[config.mk]
export PLATFORM = sky130hd
export DESIGN_NAME = iterative_mdu
export DESIGN_NICKNAME = d
export VERILOG_FILES = /design/src/rtl/mdu_pkg.sv /design/src/rtl/mdu_mul_engine.sv /design/src/rtl/mdu_div_engine.sv /design/src/rtl/mdu_seq.sv /design/src/rtl/iterative_mdu.sv
export SDC_FILE = /design/constraint.sdc
export NUM_CORES = 1
export LEC_CHECK = 0
export BUFFER_PORTS_ARGS = -buffer_cell sky130_fd_sc_hd__buf_2
export CORE_MARGIN = 2
export CORE_UTILIZATION = 45
export CTS_CLUSTER_SIZE = 30
export DETAILED_ROUTE_END_ITERATION = 7
export PLACE_DENSITY = 0.62
export SLEW_MARGIN = 20
export SYNTH_ARGS = -nofsm -noshare
export SYNTH_HDL_FRONTEND = slang
export SYNTH_SLANG_ARGS = --single-unit
[constraint.sdc]
create_clock -name clk -period 20.6 [get_ports clk]
set_clock_uncertainty 0.2 [all_clocks]
set_input_delay 4.12 -clock clk [delete_from_list [all_inputs] [get_ports clk]]
set_output_delay 4.12 -clock clk [all_outputs]
set_load 0.01 [all_outputs]
[src/rtl/mdu_pkg.sv]
package mdu_pkg;

    typedef enum logic [3:0] {
        OP_MULT  = 4'h0,
        OP_MULTU = 4'h1,
        OP_MUL   = 4'h2,
        OP_MADD  = 4'h3,
        OP_MADDU = 4'h4,
        OP_MSUB  = 4'h5,
        OP_MSUBU = 4'h6,
        OP_DIV   = 4'h8,
        OP_DIVU  = 4'h9
    } mdu_op_e;

    // Flags captured at issue and used at the commit edge
    typedef struct packed {
        mdu_op_e op;
        logic    neg_main;  // product / quotient must be negated
        logic    neg_rem;   // remainder must be negated
    } mdu_job_t;

    function automatic logic op_legal(input logic [3:0] code);
        case (code)
            4'h0, 4'h1, 4'h2, 4'h3, 4'h4, 4'h5, 4'h6, 4'h8, 4'h9: return 1'b1;
            default: return 1'b0;
        endcase
    endfunction

    function automatic logic op_signed(input mdu_op_e op);
        return (op == OP_MULT) || (op == OP_MUL) || (op == OP_MADD) ||
               (op == OP_MSUB) || (op == OP_DIV);
    endfunction

    function automatic logic op_is_sub(input mdu_op_e op);
        return (op == OP_MSUB) || (op == OP_MSUBU);
    endfunction

    // Clocks from accepting edge to commit edge
    function automatic int unsigned op_latency(input mdu_op_e op, input logic a_neg,
                                               input logic b_neg, input int unsigned w);
        case (op)
            OP_MADD, OP_MADDU, OP_MSUB, OP_MSUBU: return w + 2;
            OP_DIVU:                              return w + 1;
            OP_DIV: begin
                if (b_neg)      return w + 2;
                else if (a_neg) return w + 3;
                else            return w + 1;
            end
            default:                              return w;
        endcase
    endfunction

endpackage

[src/rtl/mdu_mul_engine.sv]
module mdu_mul_engine #(
    parameter int unsigned W = 32
) (
    input  logic           clk,
    input  logic           load,
    input  logic           step,
    input  logic [W-1:0]   mcand_i,
    input  logic [W-1:0]   mplier_i,
    output logic [2*W-1:0] prod_o
);
    logic [W-1:0]   hi_q, lo_q, mc_q;
    logic [W:0]     sum;
    logic [2*W-1:0] nxt;

    always_comb begin
        sum = {1'b0, hi_q} + (lo_q[0] ? {1'b0, mc_q} : {(W+1){1'b0}});
        nxt = {sum, lo_q[W-1:1]};
    end

    always_ff @(posedge clk) begin
        if (load) begin
            hi_q <= '0;
            lo_q <= mplier_i;
            mc_q <= mcand_i;
        end else if (step) begin
            {hi_q, lo_q} <= nxt;
        end
    end

    // Value the product holds after this edge
    assign prod_o = step ? nxt : {hi_q, lo_q};
endmodule

[src/rtl/mdu_div_engine.sv]
module mdu_div_engine #(
    parameter int unsigned W = 32
) (
    input  logic         clk,
    input  logic         load,
    input  logic         step,
    input  logic [W-1:0] dividend_i,
    input  logic [W-1:0] divisor_i,
    output logic [W-1:0] quo_o,
    output logic [W-1:0] rem_o
);
    logic [W-1:0] rem_q, quo_q, dsr_q;
    logic [W:0]   shifted;
    logic [W+1:0] diff;
    logic         ge;
    logic [W-1:0] rem_n, quo_n;

    always_comb begin
        shifted = {rem_q, quo_q[W-1]};
        diff    = {1'b0, shifted} - {2'b00, dsr_q};
        ge      = ~diff[W+1];
        rem_n   = ge ? diff[W-1:0] : shifted[W-1:0];
        quo_n   = {quo_q[W-2:0], ge};
    end

    always_ff @(posedge clk) begin
        if (load) begin
            rem_q <= '0;
            quo_q <= dividend_i;
            dsr_q <= divisor_i;
        end else if (step) begin
            rem_q <= rem_n;
            quo_q <= quo_n;
        end
    end

    assign quo_o = step ? quo_n : quo_q;
    assign rem_o = step ? rem_n : rem_q;
endmodule

[src/rtl/mdu_seq.sv]
module mdu_seq #(
    parameter int unsigned W  = 32,
    parameter int unsigned CW = 6
) (
    input  logic          clk,
    input  logic          rst,
    input  logic          accept_i,
    input  logic [CW-1:0] lat_i,
    output logic          busy_o,
    output logic          step_o,
    output logic          finish_o
);
    localparam int unsigned SW = $clog2(W + 1);

    logic [CW-1:0] cnt_q;
    logic [SW-1:0] steps_q;
    logic          busy_q;

    always_ff @(posedge clk) begin
        if (rst) begin
            busy_q  <= 1'b0;
            cnt_q   <= '0;
            steps_q <= '0;
        end else if (accept_i) begin
            busy_q  <= 1'b1;
            cnt_q   <= lat_i;
            steps_q <= SW'(W);
        end else if (busy_q) begin
            cnt_q <= cnt_q - 1'b1;
            if (steps_q != '0)
                steps_q <= steps_q - 1'b1;
            if (cnt_q == CW'(1))
                busy_q <= 1'b0;
        end
    end

    assign busy_o   = busy_q;
    assign step_o   = busy_q && (steps_q != '0);
    assign finish_o = busy_q && (cnt_q == CW'(1));
endmodule

[src/rtl/iterative_mdu.sv]
module iterative_mdu
    import mdu_pkg::*;
#(
    parameter int unsigned W = 32
) (
    input  logic         clk,
    input  logic         rst,
    input  logic         i_start,
    input  logic [3:0]   i_op,
    input  logic [W-1:0] i_a,
    input  logic [W-1:0] i_b,
    input  logic         i_hi_we,
    input  logic [W-1:0] i_hi_wdata,
    input  logic         i_lo_we,
    input  logic [W-1:0] i_lo_wdata,
    output logic         o_busy,
    output logic         o_done,
    output logic [W-1:0] o_gpr,
    output logic [W-1:0] o_hi,
    output logic [W-1:0] o_lo
);
    localparam int unsigned LAT_MAX = W + 3;
    localparam int unsigned CW      = $clog2(LAT_MAX + 1);

    logic           busy, step, finish, accept;
    mdu_op_e        op_in;
    logic           sgn_in, a_neg, b_neg;
    logic [W-1:0]   mag_a, mag_b;
    logic [CW-1:0]  lat;
    mdu_job_t       job_q;

    logic [2*W-1:0] prod, prod_s, hilo, acc;
    logic [W-1:0]   quo, rem, quo_s, rem_s;
    logic [W-1:0]   hi_q, lo_q, gpr_q;
    logic           done_q;

    // Issue-side decode
    always_comb begin
        op_in  = mdu_op_e'(i_op);
        sgn_in = op_signed(op_in);
        a_neg  = sgn_in & i_a[W-1];
        b_neg  = sgn_in & i_b[W-1];
        mag_a  = a_neg ? (~i_a + 1'b1) : i_a;
        mag_b  = b_neg ? (~i_b + 1'b1) : i_b;
        lat    = CW'(op_latency(op_in, a_neg, b_neg, W));
        accept = i_start && !busy && op_legal(i_op);
    end

    always_ff @(posedge clk) begin
        if (rst)
            job_q <= '{op: OP_MULT, neg_main: 1'b0, neg_rem: 1'b0};
        else if (accept)
            job_q <= '{op: op_in, neg_main: a_neg ^ b_neg, neg_rem: a_neg};
    end

    mdu_seq #(.W(W), .CW(CW)) u_seq (
        .clk      (clk),
        .rst      (rst),
        .accept_i (accept),
        .lat_i    (lat),
        .busy_o   (busy),
        .step_o   (step),
        .finish_o (finish)
    );

    mdu_mul_engine #(.W(W)) u_mul (
        .clk      (clk),
        .load     (accept),
        .step     (step),
        .mcand_i  (mag_a),
        .mplier_i (mag_b),
        .prod_o   (prod)
    );

    mdu_div_engine #(.W(W)) u_div (
        .clk        (clk),
        .load       (accept),
        .step       (step),
        .dividend_i (mag_a),
        .divisor_i  (mag_b),
        .quo_o      (quo),
        .rem_o      (rem)
    );

    // Commit-side fix-up and accumulation
    always_comb begin
        prod_s = job_q.neg_main ? (~prod + 1'b1) : prod;
        hilo   = {hi_q, lo_q};
        acc    = op_is_sub(job_q.op) ? (hilo - prod_s) : (hilo + prod_s);
        quo_s  = job_q.neg_main ? (~quo + 1'b1) : quo;
        rem_s  = job_q.neg_rem  ? (~rem + 1'b1) : rem;
    end

    always_ff @(posedge clk) begin
        if (rst) begin
            hi_q   <= '0;
            lo_q   <= '0;
            gpr_q  <= '0;
            done_q <= 1'b0;
        end else begin
            done_q <= finish;
            if (finish) begin
                case (job_q.op)
                    OP_MUL:                               gpr_q <= prod_s[W-1:0];
                    OP_MADD, OP_MADDU, OP_MSUB, OP_MSUBU: {hi_q, lo_q} <= acc;
                    OP_DIV, OP_DIVU: begin
                        lo_q <= quo_s;
                        hi_q <= rem_s;
                    end
                    default:                              {hi_q, lo_q} <= prod_s;
                endcase
            end else if (!busy) begin
                if (i_hi_we) hi_q <= i_hi_wdata;
                if (i_lo_we) lo_q <= i_lo_wdata;
            end
        end
    end

    assign o_busy = busy;
    assign o_done = done_q;
    assign o_gpr  = gpr_q;
    assign o_hi   = hi_q;
    assign o_lo   = lo_q;
endmodule

**Word-level counts from Yosys, hierarchy flattened**

Memory sizes are Yosys's and may differ from the RTL's.
Cells that the tools add are included.

- Input bits: 137
- Register bits: 308
- Memory bits (read-only): 16
- Output and inout port bits: 98
- Memories: 1

Memories:

| memory | words | bits a word | read ports | clocked after memory_dff | wr ports | line | text |
|---|---|---|---|---|---|---|---|
| (no name shown) | 16 | 1 | 1 | 0 | 0 | mdu_pkg.sv:23 | `case (code)` |

- $add $sub $neg: 11
- Equality and inequality tests: 17
- Mux-type cells: 33
- Reductions and logical operators: 26
- Bitwise operators: 9

Operator list:

| kind | count |
|---|---|
| two-way mux 32 bit | 17 |
| two-way mux 64 bit | 3 |
| one-hot mux 32 bit (3 select lines) | 2 |
| adder 32 x 1 -> 32 bit (second input constant) | 4 |
| NOT 32 bit | 4 |
| adder 64 x 1 -> 64 bit (second input constant) | 1 |
| adder 64 bit | 1 |
| NOT 64 bit | 1 |
| subtractor 64 bit | 1 |
| subtractor 33 x 32 -> 34 bit | 1 |
| adder 32 x 33 -> 33 bit | 1 |
| two-way mux 6 bit | 5 |
| == test 4 x 3 -> 1 bit (second input constant) | 6 |
| == test 4 x 2 -> 1 bit (second input constant) | 4 |
| == test 4 bit (second input constant) | 4 |
| subtractor 6 x 1 -> 6 bit (second input constant) | 2 |
| nonzero test 2 bit | 5 |
| OR reduction 4 bit | 2 |
| == test 6 x 1 -> 1 bit (second input constant) | 1 |
| one-hot mux 2 bit (3 select lines) | 1 |
| AND reduction 2 bit | 3 |
| AND reduction 3 bit | 2 |
| nonzero test 6 bit | 1 |
| logical OR 1 bit | 5 |
| other kinds (10) | 19 |

**Logic depth before layout (Yosys ltp)**

Gate-level depths: netlist of run 1.

- Word-level depth: 10
- Gate-level depth with buffers: 49

**Modules after synthesis**

Synthesis of run 1 repeated with hierarchy kept, for this count alone.

- Cell total of the unflattened synthesis: 3371
- Area, all modules: 27375.0 µm²

Modules (own cells, without submodules):

| module | area an instance (µm²) | cells each | times used |
|---|---|---|---|
| iterative_mdu | 14701.6 | 2088 | 1 |
| mdu_mul_engine | 6045.8 | 583 | 1 |
| mdu_div_engine | 5875.6 | 618 | 1 |
| mdu_seq | 752.0 | 82 | 1 |

**Least setup slack after synthesis of run 1**

No wires, ideal clock.

- Kind: reg-to-reg
- From: register u_seq.steps_q[0]
- To: register hi_q[24] (netlist: o_hi[24])
- Slack: 9771 ps
- Cell stages (with the launch flop): 46
- Required time: 20308 ps
- Path buffers: 14
- Library setup time: 92 ps
- Clock period less this slack: 10829 ps
- Data arrival time: 10537 ps
- Cell sequence: dfxtp_1 > inv_1 > ha_1 > or3b_1 > buf_2 > o21ai_4 > buf_6 > buf_6 > buf_4 > buf_4 > buf_4 > clkbuf_1 > clkbuf_1 > buf_2 > buf_2 > buf_1 > clkbuf_1 > buf_1 > (+10 left out) > nand2_1 > or4_1 > o21ai_0 > xnor2_1 > ha_1 > a21o_1 > a21o_1 > a21o_1 > a21o_1 > a21o_1 > a211oi_1 > o41ai_1 > a221oi_1 > nor2_1 > a311oi_1 > xnor2_1 > a221oi_1 > nor4_1

- Longest elaborated chain between the ends: 10
- Elaborated cells on any way between the ends: 15
- Classes of those cells: add/sub: 4; mux: 7; bitwise: 2; reduce/logical: 2

Ends and longest elaborated chain:

| element | line | text |
|---|---|---|
| start: declaration | mdu_seq.sv:16 | `logic [SW-1:0] steps_q;` |
| start signal: assignment | mdu_seq.sv:27 | `steps_q <= SW'(W);` |
| start signal: assignment | mdu_seq.sv:31 | `steps_q <= steps_q - 1'b1;` |
| nonzero test 6 bit * | mdu_seq.sv:38 | `assign step_o = busy_q && (steps_q != '0);` |
| logical AND 1 bit * | mdu_seq.sv:38 |  |
| two-way mux 64 bit | mdu_mul_engine.sv:31 | `assign prod_o = step ? nxt : {hi_q, lo_q};` |
| NOT 64 bit | iterative_mdu.sv:87 | `prod_s = job_q.neg_main ? (~prod + 1'b1) : prod;` |
| adder 64 x 1 -> 64 bit | iterative_mdu.sv:87 |  |
| two-way mux 64 bit | iterative_mdu.sv:87 |  |
| adder 64 bit / subtractor 64 bit (equally long branches) | iterative_mdu.sv:89 | `acc = op_is_sub(job_q.op) ? (hilo - prod_s) : (hilo + prod_s);` |
| two-way mux 64 bit | iterative_mdu.sv:89 |  |
| one-hot mux 32 bit (3 select lines) * | iterative_mdu.sv:103 | `case (job_q.op)` |
| two-way mux 32 bit * | iterative_mdu.sv:102 | `if (finish) begin` |
| end signal: assignment | iterative_mdu.sv:108 | `hi_q <= rem_s;` |
| end signal: assignment | iterative_mdu.sv:110 | `default: {hi_q, lo_q} <= prod_s;` |
| end signal: assignment | iterative_mdu.sv:113 | `if (i_hi_we) hi_q <= i_hi_wdata;` |
| end: declaration | iterative_mdu.sv:34 | `logic [W-1:0] hi_q, lo_q, gpr_q;` |

Every way passes the cells marked *; elsewhere a longest branch is shown, timed or not.
A chain may end at the register's enable or synchronous reset.

**Worst setup path after layout of run 1**

- From: register u_seq.steps_q[0]
- To: register hi_q[30] (netlist: o_hi[30])

Same word-level chain as after synthesis.

==> results of run 1 <==
==> worst max-delay path by stage <==
stage | slack [ps] | end | depth (start not counted)
floorplan | 9770 | o_hi[24] | 45
global placement | 11030 | o_hi[24] | 31
detailed placement | 10880 | o_hi[30] | 29
CTS | 10830 | o_hi[30] | 29
global route | 9980 | o_hi[29] | 32
finish | 10720 | o_hi[30] | 29
==> area by class of cell <==
type,instances,area (sq um)
clock buffers,53,1080
inverters,122,463
repair buffers,276,1500
clock inverters,18,181
well taps,837,1050
multi-input cells,3061,19500
flip-flops and latches,308,7130
fillers,6223,30600
==> Yosys cell counts (12+ instances only) <==
cell type / instances / area [sq um]
a21o_1: 69 / 518
and2_1: 80 / 500
dfxtp_1: 212 / 4240
buf_1: 15 / 56.3
xor2_1: 123 / 1080
edfxtp_1: 96 / 2880
or3_1: 39 / 244
o2111ai_1: 12 / 105
nand3_1: 87 / 435
a211oi_1: 53 / 398
o21a_1: 35 / 263
nand2b_1: 25 / 156
a21oi_1: 365 / 1830
buf_2: 15 / 75.1
nor2b_1: 24 / 150
xnor2_1: 173 / 1520
a311oi_1: 16 / 140
a211o_1: 15 / 131
or4_1: 25 / 188
nand4_1: 33 / 206
a2111oi_0: 13 / 114
o21ai_0: 198 / 991
clkbuf_1: 180 / 676
inv_1: 119 / 447
and3_1: 34 / 213
a31oi_1: 55 / 344
o211ai_1: 43 / 323
nor3_1: 127 / 636
o21bai_1: 20 / 150
o22ai_1: 25 / 156
a221oi_1: 40 / 350
or2_2: 20 / 125
o41ai_1: 24 / 210
nor4_1: 37 / 231
nand2_1: 422 / 1580
o31ai_1: 47 / 353
ha_1: 138 / 1730
nor2_1: 374 / 1400
mux2i_1: 51 / 510
==> flip-flops by register name, indices dropped and copies added, names as in the netlist <==
signal / cells
o_gpr: 32
u_mul.lo_q: 32
u_div.dsr_q: 32
u_div.quo_q: 32
o_done: 1
u_mul.hi_q: 32
u_mul.mc_q: 32
o_hi: 32
u_seq.cnt_q: 6
u_seq.busy_o: 1
job_q: 6
o_lo: 32
u_div.rem_q: 32
u_seq.steps_q: 6
==> critical path: cells and delay by family (launching register included) <==
family | cells | cell delay (ps)
buf+inv | 1 | 80
xor+xnor | 2 | 640
flops | 1 | 330
fa+ha+maj | 3 | 710
compound gates | 10 | 3330
mux | 2 | 400
simple gates | 11 | 4050
==> power groups by stage <==
stage	sequential [mW]	clock [mW]	combinational [mW]
after detailed placement	0.819	0	1.22
after global routing	0.817	0.725	1.36
after floorplan	0.779	0	0.908
after global placement	0.818	0	1.22
after CTS	0.806	0.701	1.22
final	0.810	0.693	1.24
==> cells by family (layout without fill, tap and decap cells) <==
family | after synthesis | in the layout
compound gates | 1164 | 1164
mux | 61 | 61
buf+inv | 350 | 469
fa+ha+maj | 142 | 142
flops | 308 | 308
simple gates | 1397 | 1397
xor+xnor | 297 | 297
==> metal layers <==
| layer | vias to the layer above | track usage [%] | routed length [um] |
|---|---|---|---|
| li1 | 13900 | - | - |
| met1 | 13700 | 40.9 | 43700 |
| met2 | 1132 | 51.9 | 48500 |
| met3 | 235 | 4.56 | 7220 |
| met4 | 4 | 18.5 | 6640 |
| met5 | - | 0 | 27 |
==> stage by stage <==
stage	area (sq um)	instances	setup WS, ps	util (%)
CTS	31000	4675	10830	50.2
global route	31000	4675	9980	50.2
finish	31000	4675	10720	50.2
floorplan	28000	3719	9770	-
detailed placement	29700	4604	10880	48.2
global placement	29700	4604	11030	48.2
==> results.yml, run 1 <==
pwr:
  power_density_nw_per_um2: 88.7
  max-vdd-ir-drop_mv: 0.0664
  clockPowerShare_pct: 25.2
  p_leak_nw: 12.5
  p_int_mw: 1.57
  p_switching_mw: 1.18
  switching_share_pct: 43.0
  p_total_mw: 2.75
  seq_power_share_pct: 29.5
  power.share.combinational_pct: 45.2
floorplanning:
  rows: 91
  dieArea_sq_um: 64300
  io_pins: 235
  die_w_um: 254
  start_util_pct: 45.5
  die_h_um: 254
  core_sq_um: 61600
cts:
  root_buffer: "clkbuf_16"
  path_clk_slew_ps: 60
  cts_made_buffers: 39
  cts_buffer_depth: 3
  ctsHoldBuffers: 0
  htree_levels: 2
  post_cts_buffers: 0
  cts_tree: "built"
  cts.sinks: 308
  cts_resized: 0
  clock_latency_ps: 580
worst_setup_path:
  cpMaxStageDelayCell: "a221oi_1"
  r2r_cells: 29
  critPathCaptureType: "flip-flop"
  regToRegEndpoint: "o_hi[30]"
  ff2ff_setup_slack_ps: 10720
  cp-start-kind: "flip-flop"
  path_max_fanout: 16
  crit_arrival_ps: 10160
  cpPeakStageDelay_ps: 690
  worstSetupPathType: "reg -> reg"
  startpoint: "u_seq.steps_q[0]"
  cpMostUsedCell: "ha_1"
  crit_required_ps: 20880
  r2r_start: "u_seq.steps_q[0]"
sta:
  setup_violations: 0
  holdWs_ps: 255
  layout_min_cycle_time_ps: 9880
  period_share_pct: 48.0
  tns_ps: 0
  rsz0062_at_grt: "no"
  final-hold-violation-count: 0
  relSlewSlack_pct: 25.8
  max_freq_mhz: 101
  worst_slew_pin_slew_ps: 1110
  drv_slew: 0
layout:
  final_nets: 4086
  num_antenna_cells: 0
  layout_commonest_cell: "nand2_1"
  final_cell_mix: "nand2_1 (422), nor2_1 (371), a21oi_1 (362)"
  areaGrowthSynthToFinish_pct: 10.4
  drive_gt1_share_pct: 11.1
logic_synthesis:
  seq_area_frac_synth_pct: 25.4
  syn_inst: 3719
  synth.area.mux_share_pct: 2.34
  yosys_warnings: 0
  synthArstFlopShare_pct: 0
  synth_top_family_by_area: "compound AO/OA/AOI/OAI gates"
  synth_ff_type: "dfxtp_1"
  synthAdderAreaFrac_pct: 6.41
  synthSimpleGateAreaFrac_pct: 24.1
  synth_xor_area_share_pct: 9.33
  synth_nets: 3997
  synth_edf_count: 96
  synth-compound-area-share_pct: 27.3
  ys_ff_latch: 308
  synth_area_sq_um: 28000
  yosysUniqueCellTypes: 108
  syn_avg_cell_area_sq_um: 7.54
drt:
  drtAntennaViolNets: 0
  drt_iter0_markers: 2933
  vias: 28900
  drt-wirelength-per-cell_um: 22.7
  routed_wl_um: 106000
  drc: 0
  first_pass_iters: 5
  viasPerCell: 6.19
status:
  outcome: "complete, no violations"
job:
  drv_cap: 0
grt:
  grt_pass1_wl_um: 159000
  grt_start_max_net_pins: 111
  grt-ovfl-total: 0
  grtUsageTotal_pct: 32.1
  antenna_found_initial: 2
  first_global_vias: 26400
min_path:
  min_path_cells: 2
  hp-class: "reg -> reg"
  min_from: "o_gpr[18]"
  holdPathEnd: "o_gpr[18]"
placed_design:
  place.gp.congestion: 0.943
  io_buffers: 234
  place.detailed.hpwl_um: 81400
(Power assumes the default switching activity.)
==> run 2, diff against run 1 <==
- clock period: 20.6 -> 9.4 ns (I/O delays scaled with it)
==> run 2 against run 1 <==
Compared with the run above: core utilization is 0.70 points higher; sequential power is 120% higher; cell count rose by 0.41%; clock-buffer cell count increased by 3; combinational power is 120% higher; critical path type unchanged; sequential share of layout area down 0.32 points; register-to-register slack worse by 10000 ps; routed wire length increased by 1.0%; die area unchanged.
==> results.yml, run 2 (synthesized netlist as in run 1, its figures left out) <==
worst_setup_path:
  worstSetupPathType: "reg -> reg"
  r2r_start: "u_seq.steps_q[0]"
  critPathCapture: "o_hi[31]"
  path_max_fanout: 9
  cpPeakStageDelay_ps: 610
  startpoint: "u_seq.steps_q[0]"
  ff2ff_setup_slack_ps: 590
  r2r_cells: 33
  regToRegEndpoint: "o_hi[31]"
  critPathCaptureType: "flip-flop"
  cpMaxStageDelayCell: "or4b_1"
  cp-start-kind: "flip-flop"
  crit_required_ps: 9650
  crit_arrival_ps: 9060
  cpMostUsedCell: "nand3_1"
placed_design:
  dp.cells: 4619
  place.detailed.hpwl_um: 82100
  place_area_sq_um: 29900
  io_buffers: 234
  place.gp.congestion: 1.00
  dpl_worst_slack_ps: 687
sta:
  setup_violations: 0
  layout_min_cycle_time_ps: 8810
  worst_slew_pin_slew_ps: 1030
  layout_setup_ws_ps: 588
  final-hold-violation-count: 0
  max_freq_mhz: 113
  tns_ps: 0
  relSlewSlack_pct: 31.6
  drv_slew: 0
  period_share_pct: 93.7
  rsz0062_at_grt: "no"
layout:
  layout_commonest_cell: "nand2_1"
  final_cell_mix: "nand2_1 (422), nor2_1 (370), a21oi_1 (361)"
  final_cells: 4694
  final_nets: 4102
  drive_gt1_share_pct: 12.1
  design_area_sq_um: 31400
  areaGrowthSynthToFinish_pct: 12.0
job:
  drv_cap: 0
floorplanning:
  start_util_pct: 45.5
  dieArea_sq_um: 64300
  rows: 91
  core_sq_um: 61600
  io_pins: 235
  die_w_um: 254
  die_h_um: 254
drt:
  drc: 0
  viasPerCell: 6.23
  drt-wirelength-per-cell_um: 22.8
  drtAntennaViolNets: 0
  drt_iter0_markers: 2889
  routed_wl_um: 107000
  vias: 29300
  first_pass_iters: 6
cts:
  ctsHoldBuffers: 0
  path_clk_slew_ps: 60
  root_buffer: "clkbuf_16"
  cts_tree: "built"
  clock_latency_ps: 610
  cts_buffer_depth: 3
  cts.sinks: 308
  cts_made_buffers: 40
  post_cts_buffers: 0
  htree_levels: 2
grt:
  grtUsageTotal_pct: 32.5
  grt_pass1_wl_um: 161000
  grt_start_max_net_pins: 121
  first_global_vias: 26600
  grt-ovfl-total: 0
  antenna_found_initial: 1
pwr:
  power_density_nw_per_um2: 199
  max-vdd-ir-drop_mv: 0.143
  p_leak_nw: 12.7
status:
  outcome: "complete, no violations"
min_path:
  hp-class: "reg -> reg"
run 2: changes by cell type in the layout (fill, tap and decap cells not counted), moves of 3 or more:
cell and change:
buf_4 +14, bufinv_16 +3, nor3_2 +3, o41ai_2 +3
o41ai_1 -3, clkinv_16 +3, nor3_1 -3
run 2: layout make-up:
cell class | count | area [sq um]
Multi-Input combinational cell | 3061 | 19600
Fill cell | 6225 | 30200
Sequential cell | 308 | 7130
Antenna cell | 1 | 2.50
Clock buffer | 56 | 1140
Clock inverter | 18 | 325
Inverter | 122 | 463
Timing Repair Buffer | 291 | 1630
Tap cell | 837 | 1050
run 2: per-stage QoR:
stage	utilization, %	power, mW	hold WS, ps
2_1_floorplan	-	3.71	281
3_3_place_gp	48.5	4.51	243
3_5_place_dp	48.5	4.51	245
4_1_cts	50.9	6.22	253
5_1_grt	51.0	6.61	279
6_report	51.0	6.26	252
run 2: critical path: cells and delay by family, from the launching register on:
family | cells | cell delay, ps
AOI/OAI and AO/OA | 12 | 2830
and+or+nand+nor | 13 | 3560
adders and majority gates | 3 | 860
buffers and inverters | 2 | 250
xor gates and xnor gates | 3 | 590
DFF | 1 | 360
run 2: what timing repair did:
item / in CTS / in global routing
setup endpoints to repair: 0 / 9
resized for setup: 0 / 3
hold endpoints to repair: 0 / 0
run 2: worst min path at each step:
stage                   start  cells after the start   endpoint
floorplan           o_gpr[10]                      2  o_gpr[10]
global placement    o_gpr[15]                      2  o_gpr[15]
detailed placement  o_gpr[15]                      2  o_gpr[15]
CTS                 o_gpr[15]                      2  o_gpr[15]
global route        o_gpr[31]                      2  o_gpr[31]
finish              o_gpr[13]                      2  o_gpr[13]
run 2: where the power goes:
| group | switching [mW] | internal, mW |
|---|---|---|
| Combinational | 1.77 | 1.00 |
| Clock | 0.674 | 1.03 |
| Sequential | 0.220 | 1.56 |
| Total | 2.67 | 3.59 |
run 2: per-layer routing:
metal / routed length, um / global-route usage (%) / part of all wire, %
met1: 44800 / 42.3 / 42
met2: 48800 / 52.3 / 46
met3: 7250 / 4.07 / 6.8
met4: 6360 / 17.8 / 5.9
met5: 0 / 0 / 0
